**config.mk**
```make
export PLATFORM = sky130hd
export DESIGN_NAME = gpio_irq_top
export DESIGN_NICKNAME = d
export VERILOG_FILES = /design/src/rtl/gpio_irq_pkg.sv /design/src/rtl/gpio_irq_cfg.sv /design/src/rtl/gpio_irq_line.sv /design/src/rtl/gpio_irq_top.sv
export SDC_FILE = /design/constraint.sdc
export NUM_CORES = 1
export LEC_CHECK = 0
export ABC_CLOCK_PERIOD_IN_PS = 1830
export BUFFER_PORTS_ARGS = -buffer_cell sky130_fd_sc_hd__buf_2
export CAP_MARGIN = 20
export CORE_ASPECT_RATIO = 0.5
export CORE_MARGIN = 10
export CORE_UTILIZATION = 45
export CTS_BUF_LIST = sky130_fd_sc_hd__clkbuf_4 sky130_fd_sc_hd__clkbuf_8
export DETAILED_ROUTE_END_ITERATION = 8
export PLACE_DENSITY = 0.73
export SYNTH_ARGS = -nofsm -noshare
export SYNTH_HDL_FRONTEND = slang
export SYNTH_HIERARCHICAL = 1
export SYNTH_SLANG_ARGS = --single-unit
```
**constraint.sdc**
```tcl
create_clock -name clk -period 1.83 [get_ports clk]
set_clock_uncertainty 0.1 [all_clocks]
set_input_delay 0.2745 -clock clk [delete_from_list [all_inputs] [get_ports clk]]
set_output_delay 0.2745 -clock clk [all_outputs]
set_load 0.005 [all_outputs]
```
**src/rtl/gpio_irq_pkg.sv**
```systemverilog
package gpio_irq_pkg;
    localparam int ADDR_W = 3;

    typedef enum logic [ADDR_W-1:0] {
        A_MODE  = 3'd0,
        A_DUAL  = 3'd1,
        A_POL   = 3'd2,
        A_EN    = 3'd3,
        A_RAW   = 3'd4,
        A_MSK   = 3'd5,
        A_CLR   = 3'd6,
        A_SPARE = 3'd7
    } reg_addr_e;

    typedef enum logic {
        LN_IDLE = 1'b0,
        LN_PEND = 1'b1
    } line_state_e;
endpackage

```
**src/rtl/gpio_irq_cfg.sv**
```systemverilog
module gpio_irq_cfg
    import gpio_irq_pkg::*;
#(
    parameter int N = 8
) (
    input  logic              clk,
    input  logic              rst_n,
    input  logic              wr_en,
    input  logic [ADDR_W-1:0] addr,
    input  logic [N-1:0]      wdata,
    output logic [N-1:0]      mode_o,
    output logic [N-1:0]      dual_o,
    output logic [N-1:0]      pol_o,
    output logic [N-1:0]      en_o,
    output logic [N-1:0]      clr_o
);
    logic [N-1:0] mode_q, dual_q, pol_q, en_q;

    always_ff @(posedge clk or negedge rst_n) begin
        if (!rst_n) begin
            mode_q <= '0;
            dual_q <= '0;
            pol_q  <= '0;
            en_q   <= '0;
        end else if (wr_en) begin
            unique case (reg_addr_e'(addr))
                A_MODE:  mode_q <= wdata;
                A_DUAL:  dual_q <= wdata;
                A_POL:   pol_q  <= wdata;
                A_EN:    en_q   <= wdata;
                default: ;
            endcase
        end
    end

    always_comb begin
        clr_o = (wr_en && reg_addr_e'(addr) == A_CLR) ? wdata : '0;
    end

    assign mode_o = mode_q;
    assign dual_o = dual_q;
    assign pol_o  = pol_q;
    assign en_o   = en_q;


    ro_write_chk: assert property (@(posedge clk) disable iff (!rst_n)
        (wr_en && addr >= 3'd4) |=> ($stable(mode_q) && $stable(dual_q) && $stable(pol_q) && $stable(en_q)));
endmodule

```
**src/rtl/gpio_irq_line.sv**
```systemverilog
module gpio_irq_line
    import gpio_irq_pkg::*;
(
    input  logic clk,
    input  logic rst_n,
    input  logic pin,
    input  logic mode,
    input  logic dual,
    input  logic pol,
    input  logic clr,
    output logic raw
);
    line_state_e state_q, state_d;
    logic pin_d;
    logic rise, fall, hit;

    always_ff @(posedge clk or negedge rst_n) begin
        if (!rst_n) pin_d <= 1'b0;
        else        pin_d <= pin;
    end

    always_comb begin
        rise = pin & ~pin_d;
        fall = ~pin & pin_d;
        hit  = ~mode & (dual ? (rise | fall) : (pol ? rise : fall));
    end

    always_ff @(posedge clk or negedge rst_n) begin
        if (!rst_n) state_q <= LN_IDLE;
        else        state_q <= state_d;
    end

    always_comb begin
        state_d = state_q;
        unique case (state_q)
            LN_IDLE: if (hit) state_d = LN_PEND;                 // T_CAPTURE
            LN_PEND: begin
                if (mode)           state_d = LN_IDLE;            // T_FLUSH
                else if (clr && !hit) state_d = LN_IDLE;          // T_CLEAR
            end
            default: state_d = LN_IDLE;
        endcase
    end

    always_comb begin
        raw = mode ? (pin == pol) : (state_q == LN_PEND);
    end


    edge_capture_chk: assert property (@(posedge clk) disable iff (!rst_n)
        hit |=> state_q == LN_PEND);

    clear_drop_chk: assert property (@(posedge clk) disable iff (!rst_n)
        (!mode && clr && !hit) |=> state_q == LN_IDLE);

    level_flush_chk: assert property (@(posedge clk) disable iff (!rst_n)
        mode |=> state_q == LN_IDLE);

    pend_hold_chk: assert property (@(posedge clk) disable iff (!rst_n)
        (state_q == LN_PEND && !mode && !clr) |=> state_q == LN_PEND);
endmodule

```
**src/rtl/gpio_irq_top.sv**
```systemverilog
module gpio_irq_top
    import gpio_irq_pkg::*;
#(
    parameter int N = 8
) (
    input  logic              clk,
    input  logic              rst_n,
    input  logic [N-1:0]      pin_i,
    input  logic              bus_sel,
    input  logic              bus_wr,
    input  logic [ADDR_W-1:0] bus_addr,
    input  logic [N-1:0]      bus_wdata,
    output logic [N-1:0]      bus_rdata,
    output logic              irq_o
);
    logic [N-1:0] mode, dual, pol, en, clr, raw, msk;

    gpio_irq_cfg #(.N(N)) u_cfg (
        .clk    (clk),
        .rst_n  (rst_n),
        .wr_en  (bus_sel & bus_wr),
        .addr   (bus_addr),
        .wdata  (bus_wdata),
        .mode_o (mode),
        .dual_o (dual),
        .pol_o  (pol),
        .en_o   (en),
        .clr_o  (clr)
    );

    for (genvar i = 0; i < N; i++) begin : g_line
        gpio_irq_line u_line (
            .clk   (clk),
            .rst_n (rst_n),
            .pin   (pin_i[i]),
            .mode  (mode[i]),
            .dual  (dual[i]),
            .pol   (pol[i]),
            .clr   (clr[i]),
            .raw   (raw[i])
        );
    end

    assign msk   = raw & en;
    assign irq_o = |msk;

    always_comb begin
        unique case (reg_addr_e'(bus_addr))
            A_MODE:  bus_rdata = mode;
            A_DUAL:  bus_rdata = dual;
            A_POL:   bus_rdata = pol;
            A_EN:    bus_rdata = en;
            A_RAW:   bus_rdata = raw;
            A_MSK:   bus_rdata = msk;
            default: bus_rdata = '0;
        endcase
    end


    irq_gate_chk: assert property (@(posedge clk) disable iff (!rst_n)
        irq_o |-> (en != '0));

    clr_read_zero_chk: assert property (@(posedge clk) disable iff (!rst_n)
        (bus_addr == A_CLR) |-> (bus_rdata == '0));
endmodule

```
==> metrics.txt <==
met3 WL=240 um; Final Hold Fails=0; clk_lat worst skew=0.30 ns; end point of the critical path=bus_rdata[1]; Port Buffers=31; DR pass1 iterations=4; Sw Share=0.302; Least-Margin Pin Slew=0.469 ns; I/O pins=32; Total Die Area=10300 sq um; synthesized cell area=2910 sq um; min cycle time layout=2.19 ns; CP endpoint kind=output pin; CTS tree=yes; initial antenna violation count=0; Metal-1 WL=3210 um; vias in the first global route=2379; Hold WC Path Type=input pin to flop; Peak VDD IR=0.000370 V; final net count=352; gp weighted congestion=0.818; syn nets=283; Primary FF master, synth=dfrtp_1; core box area=6160 sq um; part of the power in the clock network=0.226; drt total wl=6920 um; R2R setup slack=0.47 ns; first-pass GRT wire length=11600 um; Max Fclk=457 MHz; Worst-path clk slew=0.09 ns; GR Util All Layers=0.136; xor/xnor share of the synthesized area=0.0241; net switching power=1.08 mW; compound-cell area share of the yosys netlist=0.111; unrepaired setup endpoints after global routing=yes; sequential fraction of the synthesis area=0.413; largest family of logic cells by synthesized area=multiplexers; Final ANT Viol Nets=0; Mapped Cells=244; number of synthesized flops with an enable pin=0; proportion of synthesized area in mux cells=0.232; Worst R2R Path Depth=5; Comb power frac=0.350; Overflow after GRT=0; power per cell area=989 nW/um^2; DIE WIDTH=134 um; WL/cell=17.2 um; max_cap viols=0; most frequent cell after synthesis=dfrtp_1; pin count of the biggest net entering global routing=31; FF-to-FF Start=u_cfg/pol_o[5]$_DFFE_PN0P_; headroom to the max-slew limit=0.687; most area-consuming cells after synthesis=dfrtp_1 (41%), mux2_2 (17%), ha_1 (6.9%), mux2_4 (6.2%), nand2b_1 (2.6%); failing checks=negative setup slack; Synth cell types=38; First DRT Iteration DRCs=79; worst reg2reg path endpoint=g_line[5].u_line/state_q$_DFF_PN0_; Cells after DPL=391; cell taking the most area after synthesis=dfrtp_1; cell internal pwr=2.49 mW; CP required=1.46 ns; CTS Buffer Depth=2; Static Leakage=1.73 nW; run status=complete, but fails checks; Finished Layout Cells=402; maximum fanout along the worst path=2; clk root buf=clkbuf_8; asr flop ratio synth=1.00; Adder-Cell Fraction of Synth Area=0.0688; synth warn=6; share of post-route cells with drive strength above 1=0.497; area fraction of the dominant cell type after synthesis=0.413; total CTS buffers=5; post-detail-place hpwl=5230 um; met2 wire len=3430 um; Min Hold Slack=0.0277 ns; ant diodes=0; Syn-to-layout area delta=24.4%; Setup CP Type=flop to output pin; Seq cells post-synth=48; top sig layer=met4; max-slew violations=0; Vert. Die Dim=76.8 um; Post-route DRC=0; H-tree Lvls=2; Critical Path AT=1.81 ns; final setup vio count=9; period utilisation layout=1.19; Initial Util=0.472; vias after detailed routing=2146; DR vias/cell=5.34; Rows=20; top post-synthesis cells by count=dfrtp_1 (48), mux2_2 (44), ha_1 (16), inv_1 (16); setup ws final=-0.356 ns; Syn Area/Cell=11.9 sq um; CTS Sinks=48; Startpoint Class=flop; CP startpoint=u_cfg/pol_o[1]$_DFFE_PN0P_; Flop pwr share=0.424; Synth Area in Simple Gates=0.113
## state kept, by name, indices dropped and copies added, names as in the netlist
name	flops
u_cfg/pol_o	8
u_cfg/mode_o	8
g_line.u_line/pin_d	8
u_cfg/en_o	8
g_line.u_line/state_q	8
u_cfg/dual_o	8
## kinds of logic after synthesis
| family | Yosys count |
|---|---|
| xor+xnor | 8 |
| simple gates | 49 |
| mux | 56 |
| buf+inv | 23 |
| flops | 48 |
| compound gates | 44 |
| fa+ha+maj | 16 |
## cell usage in the layout, fill, tap and decap left out, drive strengths merged
cell type / count
buf: 67
nor4bb: 2
inv: 17
dfrtp: 48
nor3b: 1
a31oi: 3
and3b: 1
a21oi: 13
o22ai: 1
nand3: 1
clkinv: 1
nor4b: 1
a221oi: 3
xnor2: 8
a22o: 2
bufinv: 1
mux2: 56
clkbuf: 6
o21ai: 12
and2: 9
nand2b: 12
dlygate4sd3: 1
and3: 4
ha: 16
nor2b: 3
and4b: 1
nand2: 11
a32oi: 7
a22oi: 3
nand4b: 1
nor2: 2
## critical path: stages (launching register included)
cell and delay (ns):
dfrtp_1 0.41, xnor2_1 0.14, mux2_4 0.27, mux2_4 0.28, a221oi_4 0.23, a31oi_1 0.06
buf_2 0.13
## power by group through the flow
stage                     clock (mW)  sequential [mW]  combinational [mW]
after CTS                      0.829             1.51                1.22
after floorplan                    0             1.49               0.716
after detailed placement           0             1.53                1.13
after global routing           0.868             1.55                1.36
after global placement             0             1.51                1.09
final                          0.809             1.52                1.25
## layer usage
metal,vias to the layer above,global-route usage
met4,0,0.0335
li1,1019,-
met2,40,0.243
met5,-,0
met1,1083,0.165
met3,4,0.0247
## how the worst min path moves through the flow
stage               startpoint                          endpoint  slack (ns)  depth (start not counted)
finish                pin_i[0]  g_line[0].u_line/pin_d$_DFF_PN0_        0.03                          1
global route          pin_i[0]  g_line[0].u_line/pin_d$_DFF_PN0_        0.02                          1
CTS                   pin_i[0]  g_line[0].u_line/pin_d$_DFF_PN0_        0.02                          1
detailed placement       rst_n         u_cfg/en_o[3]$_DFFE_PN0P_        0.15                          1
global placement         rst_n  g_line[3].u_line/pin_d$_DFF_PN0_        0.15                          1
floorplan                rst_n  g_line[0].u_line/pin_d$_DFF_PN0_       -0.12                          0
## through the flow
step	instance area, sq um	utilization	power (mW)	TNS (ns)	setup slack [ns]
floorplan	2910	-	2.21	0	0.102
global placement	3410	0.554	2.60	-0.0638	-0.0182
detailed placement	3410	0.554	2.66	-0.104	-0.0334
CTS	3590	0.584	3.57	-1.46	-0.337
global route	3620	0.587	3.78	-2.18	-0.434
finish	3620	0.587	3.58	-1.44	-0.356
## layout make-up
type	count	area [sq um]
Inverter	17	63.8
Clock inverter	2	38.8
Multi-Input combinational cell	173	1670
Clock buffer	6	82.6
Timing Repair Buffer	68	448
Sequential cell	48	1200
Tap cell	88	110
Fill cell	515	2540
## repair_timing
| action | 4_1_cts | 5_1_grt |
|---|---|---|
| endpoints found under the hold margin | 18 | 0 |
| endpoints found under the setup margin | 9 | 9 |
| pin swaps | 6 | 2 |
| gates resized for setup | 13 | 2 |
| hold buffers | 1 | 0 |
| setup buffers | 1 | 1 |
Power figures use the tool's default switching activity.
